$ cat src/rtl/irq_arb_pkg.sv
package irq_arb_pkg;
  // Privilege group of a cause position: slot 0 user, 1 supervisor, 3 machine.
  typedef enum logic [1:0] {GRP_USER = 2'd0, GRP_SUPV = 2'd1, GRP_NONE = 2'd2, GRP_MACH = 2'd3} grp_e;

  localparam int unsigned CAUSE_LIMIT = 12;

  function automatic grp_e grp_of(input int unsigned idx);
    if (idx >= CAUSE_LIMIT) return GRP_NONE;
    return grp_e'(idx % 4);
  endfunction

  function automatic bit is_impl(input int unsigned idx);
    return grp_of(idx) != GRP_NONE;
  endfunction
endpackage

$ cat src/rtl/irq_pend_store.sv
module irq_pend_store #(
  parameter int unsigned N  = 12,
  parameter int unsigned CW = 4
) (
  input  logic          clk,
  input  logic          rst_n,
  input  logic          post_v,
  input  logic [CW-1:0] post_c,
  input  logic          clr_v,
  input  logic [CW-1:0] clr_c,
  input  logic          clr_all,
  input  logic          we,
  input  logic [N-1:0]  wdata,
  input  logic [N-1:0]  impl,
  output logic [N-1:0]  q
);
  logic [N-1:0] nxt;

  always_comb begin
    nxt = we ? wdata : q;
    if (clr_all) nxt = '0;
    for (int i = 0; i < N; i++) begin
      if (post_v && (int'(post_c) == i)) nxt[i] = 1'b1;
      if (clr_v && (int'(clr_c) == i))   nxt[i] = 1'b0;
    end
    nxt = nxt & impl;
  end

  always_ff @(posedge clk) begin
    if (!rst_n) q <= '0;
    else        q <= nxt;
  end
endmodule

$ cat src/rtl/irq_en_store.sv
module irq_en_store #(
  parameter int unsigned N = 12
) (
  input  logic         clk,
  input  logic         rst_n,
  input  logic         we,
  input  logic [N-1:0] wdata,
  input  logic [N-1:0] impl,
  output logic [N-1:0] q
);
  always_ff @(posedge clk) begin
    if (!rst_n)  q <= '0;
    else if (we) q <= wdata & impl;
  end
endmodule

$ cat src/rtl/irq_lowest_pick.sv
module irq_lowest_pick #(
  parameter int unsigned N  = 12,
  parameter int unsigned CW = 4
) (
  input  logic [N-1:0]  elig,
  output logic          any,
  output logic [CW-1:0] idx
);
  always_comb begin
    any = |elig;
    idx = '0;
    for (int i = N - 1; i >= 0; i--) begin
      if (elig[i]) idx = CW'(i);
    end
  end
endmodule

$ cat src/rtl/irq_arbiter.sv
module irq_arbiter #(
  parameter int unsigned N = 12,
  localparam int unsigned CW = (N > 1) ? $clog2(N) : 1
) (
  input  logic          clk,
  input  logic          rst_n,
  input  logic          post_valid,
  input  logic [CW-1:0] post_cause,
  input  logic          clr_valid,
  input  logic [CW-1:0] clr_cause,
  input  logic          clr_all,
  input  logic          ip_we,
  input  logic [N-1:0]  ip_wdata,
  output logic [N-1:0]  ip_rdata,
  input  logic          ie_we,
  input  logic [N-1:0]  ie_wdata,
  output logic [N-1:0]  ie_rdata,
  input  logic          glb_m,
  input  logic          glb_s,
  input  logic          glb_u,
  output logic          irq_take,
  output logic [CW-1:0] irq_cause
);
  import irq_arb_pkg::*;

  logic [N-1:0]  impl;
  logic [N-1:0]  gmask;
  logic [N-1:0]  elig;
  logic          pick_any;
  logic [CW-1:0] pick_idx;

  for (genvar g = 0; g < N; g++) begin : g_slot
    localparam grp_e GRP = grp_of(g);
    assign impl[g] = (GRP != GRP_NONE);
    if (GRP == GRP_MACH) begin : g_m
      assign gmask[g] = glb_m;
    end else if (GRP == GRP_SUPV) begin : g_s
      assign gmask[g] = glb_s;
    end else if (GRP == GRP_USER) begin : g_u
      assign gmask[g] = glb_u;
    end else begin : g_x
      assign gmask[g] = 1'b0;
    end
  end

  irq_pend_store #(.N(N), .CW(CW)) u_pend (
    .clk(clk), .rst_n(rst_n),
    .post_v(post_valid), .post_c(post_cause),
    .clr_v(clr_valid), .clr_c(clr_cause), .clr_all(clr_all),
    .we(ip_we), .wdata(ip_wdata), .impl(impl), .q(ip_rdata)
  );

  irq_en_store #(.N(N)) u_en (
    .clk(clk), .rst_n(rst_n), .we(ie_we), .wdata(ie_wdata),
    .impl(impl), .q(ie_rdata)
  );

  assign elig = ip_rdata & ie_rdata & gmask;

  irq_lowest_pick #(.N(N), .CW(CW)) u_pick (
    .elig(elig), .any(pick_any), .idx(pick_idx)
  );

  always_ff @(posedge clk) begin
    if (!rst_n) begin
      irq_take  <= 1'b0;
      irq_cause <= '0;
    end else begin
      irq_take  <= pick_any;
      irq_cause <= pick_idx;
    end
  end
endmodule

$ cat config.mk
export PLATFORM = sky130hd
export DESIGN_NAME = irq_arbiter
export DESIGN_NICKNAME = d
export VERILOG_FILES = /design/src/rtl/irq_arb_pkg.sv /design/src/rtl/irq_pend_store.sv /design/src/rtl/irq_en_store.sv /design/src/rtl/irq_lowest_pick.sv /design/src/rtl/irq_arbiter.sv
export SDC_FILE = /design/constraint.sdc
export NUM_CORES = 1
export LEC_CHECK = 0
export ABC_AREA = 1
export CORE_AREA = 4 4 93 60
export DETAILED_ROUTE_END_ITERATION = 10
export DIE_AREA = 0 0 97 64
export MAX_ROUTING_LAYER = met4
export PLACE_DENSITY = 0.78
export SYNTH_ARGS = -nofsm -noshare
export SYNTH_HDL_FRONTEND = slang
export SYNTH_HIERARCHICAL = 1
export SYNTH_SLANG_ARGS = --single-unit
$ cat constraint.sdc
create_clock -name clk -period 1.1 [get_ports clk]
set_input_delay 0.22 -clock clk [delete_from_list [all_inputs] [get_ports clk]]
set_output_delay 0.22 -clock clk [all_outputs]
set_load 0.005 [all_outputs]
==> flow_summary.ini, run 1 <==
[global_route]
grt_pass1_vias = 2104
grt_pass1_wl_um = 9180
grt_overflow_total = 0
track_usage_pct = 18.5
antenna_found_initial = 0
grt_max_degree = 18

[floorplan]
die-area_sq_um = 6210
rows = 20
core_sq_um = 4830
die_x_um = 97
io_pins = 71
die_h_um = 64
start_util_pct = 38.4

[clock_network]
clkTransAtPathRegs_ns = 0.07
cts_tree = built
hold_buffers = 0
clockRootBuffer = clkbuf_8
cts-htree-levels = 2
cts_buffer_depth = 2
clk_latency_ns = 0.27
clock_sinks = 29
cts_buffers = 5

[pwr]
switching_share_pct = 25.6
switching_power_w = 0.000756
pwr-share-clk_pct = 38.7
power.density_nw_per_um2 = 947
power_frac_comb_pct = 22.8
intPower_w = 0.00220
seq_power_share_pct = 38.4
ir_drop_mv = 0.679
p_leak_nw = 1.70

[synth]
syn_area_sq_um = 1850
yosysWarnings = 6
syn_avg_cell_area_sq_um = 5.98
syn_inst = 310
ys_seq_elements = 29
yosysSeqAreaShare_pct = 31.3
yosysUniqueCellTypes = 24

[timing]
final.setup.worst_slack_ns = -0.248
hold_viol = 0
drv_slew = 0
setup_viol = 5
hold_ws_ns = 0.418
finalClockSkew_ns = 0.00669
rsz0062_at_grt = true
fin_crit_sh_pct = 123
final.setup.tns_ns = -0.665
fin_crit_ns = 1.35
fmax_mhz = 742

[detailed_routing]
first_pass_iters = 4
drt_wl_total_um = 5650
ant_nets = 0
vias_per_cell = 4.30
drt_iter0_markers = 128
dr_total_vias = 2191
wl_per_cell_um = 11.1
drc = 0

[setup_path]
cp_max_fo = 2
worstPathRequired_ns = 1.32
startpoint = u_en/q[11]
path_common_cell = nand2_1
r2r-start = u_en/q[11]
critPathArrivalTime_ns = 1.57
critPathSlowestCell = dfxtp_2
cp_top_family = simple AND/OR/NAND/NOR gates
path_cells = buf_6 -> nand2_4 -> nor2_4 -> nand2_1 -> nand2_1 -> nand2_1 -> nand2_1 -> nand2_1 -> nand2_1 -> nand2_1 -> nand2_1 -> nand2_1 -> a21oi_2 -> nand2_1 -> inv_1
worstSetupEndpointType = register
start_kind = register
critPathKind = reg2reg
crit_buf_inv = 2
max_stage_delay_ns = 0.34

[run_status]
violations = negative setup slack
status = finished with violations

[layout]
antennaDiodeCount = 0
fin_nets = 485
area_delta_synth_final_pct = 68.3
fillers = 414
final_area_sq_um = 3120
drive_above_1_share_pct = 25.9

[placement]
globalplace.congestion = 0.888
dp_hpwl_um = 4370
portBuffers = 70
place_area_sq_um = 2910
dpl_worst_slack_ns = -0.526

[hold_path]
hold_start = clr_cause[1]
hp-class = in2reg

[flow_run]
maxCapViolCount = 0
==> Yosys cell counts <==
cell type / count / area (sq um)
nor2_1: 44 / 165
inv_1: 61 / 229
a21oi_2: 11 / 96.3
o21bai_1: 2 / 15.0
o21ai_0: 2 / 10.0
buf_6: 2 / 22.5
a21oi_1: 2 / 10.0
clkinv_1: 1 / 3.75
inv_2: 5 / 18.8
nand2_2: 1 / 6.26
nor2_4: 1 / 11.3
conb_1: 2 / 7.51
nand3_1: 27 / 135
o21ai_1: 10 / 50.1
bufbuf_8: 1 / 18.8
a31oi_1: 1 / 6.26
buf_4: 3 / 22.5
dfxtp_1: 29 / 581
nor2_2: 9 / 56.3
buf_2: 1 / 5.00
nand2_1: 89 / 334
or2_1: 2 / 12.5
nor3_2: 3 / 30.0
nand4_1: 1 / 6.26
==> power groups by stage <==
| stage | Combinational [W] | Sequential, W | Clock (W) |
|---|---|---|---|
| floorplan | 0.000281 | 0.00116 | 0 |
| finish | 0.000675 | 0.00114 | 0.00114 |
| detailed placement | 0.000664 | 0.00115 | 0 |
| global placement | 0.000654 | 0.00115 | 0 |
| CTS | 0.000644 | 0.00113 | 0.00115 |
| global route | 0.000750 | 0.00114 | 0.00121 |
==> worst register-to-register path: stages, from the launching register on <==
cell     delay [ns]
dfxtp_2        0.34
buf_6          0.10
nand2_4        0.05
nor2_4         0.08
nand2_1        0.06
nand2_1        0.06
nand2_1        0.06
nand2_1        0.07
nand2_1        0.06
nand2_1        0.06
nand2_1        0.05
nand2_1        0.05
nand2_1        0.06
a21oi_2        0.10
nand2_1        0.06
inv_1          0.05
==> state kept, by name, summed over array words and instances (netlist names) <==
register	flops
u_en/q	12
u_pend/q	12
irq_take	1
irq_cause	4
==> path summary, 6_finish.rpt <==
check            endpoint  slack [ns]  cells past startpoint
max          irq_cause[0]       -0.25                     15
min           u_pend/q[1]        0.42                      5
max reg2reg  irq_cause[0]       -0.25                     15
min reg2reg     u_en/q[2]        0.49                      2
==> routing by layer <==
layer  up-vias  wire length (um)  global-route usage [%]
li1       1160                 -                       -
met1       960              2770                    24.5
met2        67              2440                    28.4
met3         4               416                    5.13
met4         0                22                    4.03
met5         -                 0                       -
==> layout make-up <==
cell class,count,area [sq um],area share [%]
Timing Repair Buffer,105,948,30.4
Tap cell,66,82.6,2.65
Clock buffer,7,86.3,2.77
Multi-Input combinational cell,235,1120,35.9
Sequential cell,29,602,19.3
Clock inverter,1,30.0,0.963
Inverter,67,251,8.06
==> layout by cell type, fill, tap and decap left out, types with 2 or more instances in the layout <==
cell type	instances
nor2_4	4
conb_1	30
o21ai_1	10
a21oi_1	2
o21ai_0	2
inv_1	57
buf_12	2
inv_2	9
dlygate4sd2_1	12
nand3_1	25
nand2_1	85
dfxtp_1	12
buf_4	31
nand3_2	2
dlymetal6s2s_1	7
buf_2	4
a21oi_2	11
clkdlybuf4s50_1	32
nor3_2	2
buf_6	2
clkdlybuf4s15_1	9
clkbuf_8	6
o21bai_1	2
clkbuf_2	6
nor2_2	11
nand2_2	4
nor2_1	39
dfxtp_2	17
==> repair_timing <==
item | in CTS | in global routing
endpoints found under the setup margin | 35 | 27
pin swaps | 9 | 8
buffers inserted | 3 | 4
gates resized for setup | 67 | 41
endpoints found under the hold margin | 0 | 0
==> kinds of logic after synthesis <==
group | share of synthesized area [%]
buf+inv | 17.3
compound gates | 10.1
flops | 31.3
simple gates | 40.9
other cells | 0.405
==> stage by stage <==
step,util (%),instances,power (W)
6_report,64.6,510,0.00296
5_1_grt,64.6,510,0.00310
2_1_floorplan,-,338,0.00144
3_5_place_dp,60.3,495,0.00182
3_3_place_gp,60.3,495,0.00181
4_1_cts,62.8,506,0.00293
No activity file was read; power rests on OpenSTA's default activity.
==> run 2, diff against run 1 <==
--- a/config.mk
+++ b/config.mk
@@ -11,6 +11,7 @@
 export DIE_AREA = 0 0 97 64
 export MAX_ROUTING_LAYER = met4
 export PLACE_DENSITY = 0.78
+export SLEW_MARGIN = 20
 export SYNTH_ARGS = -nofsm -noshare
 export SYNTH_HDL_FRONTEND = slang
 export SYNTH_HIERARCHICAL = 1
==> results of run 2 <==
The final DEF is identical to that of run 1; final timing and power are the same.
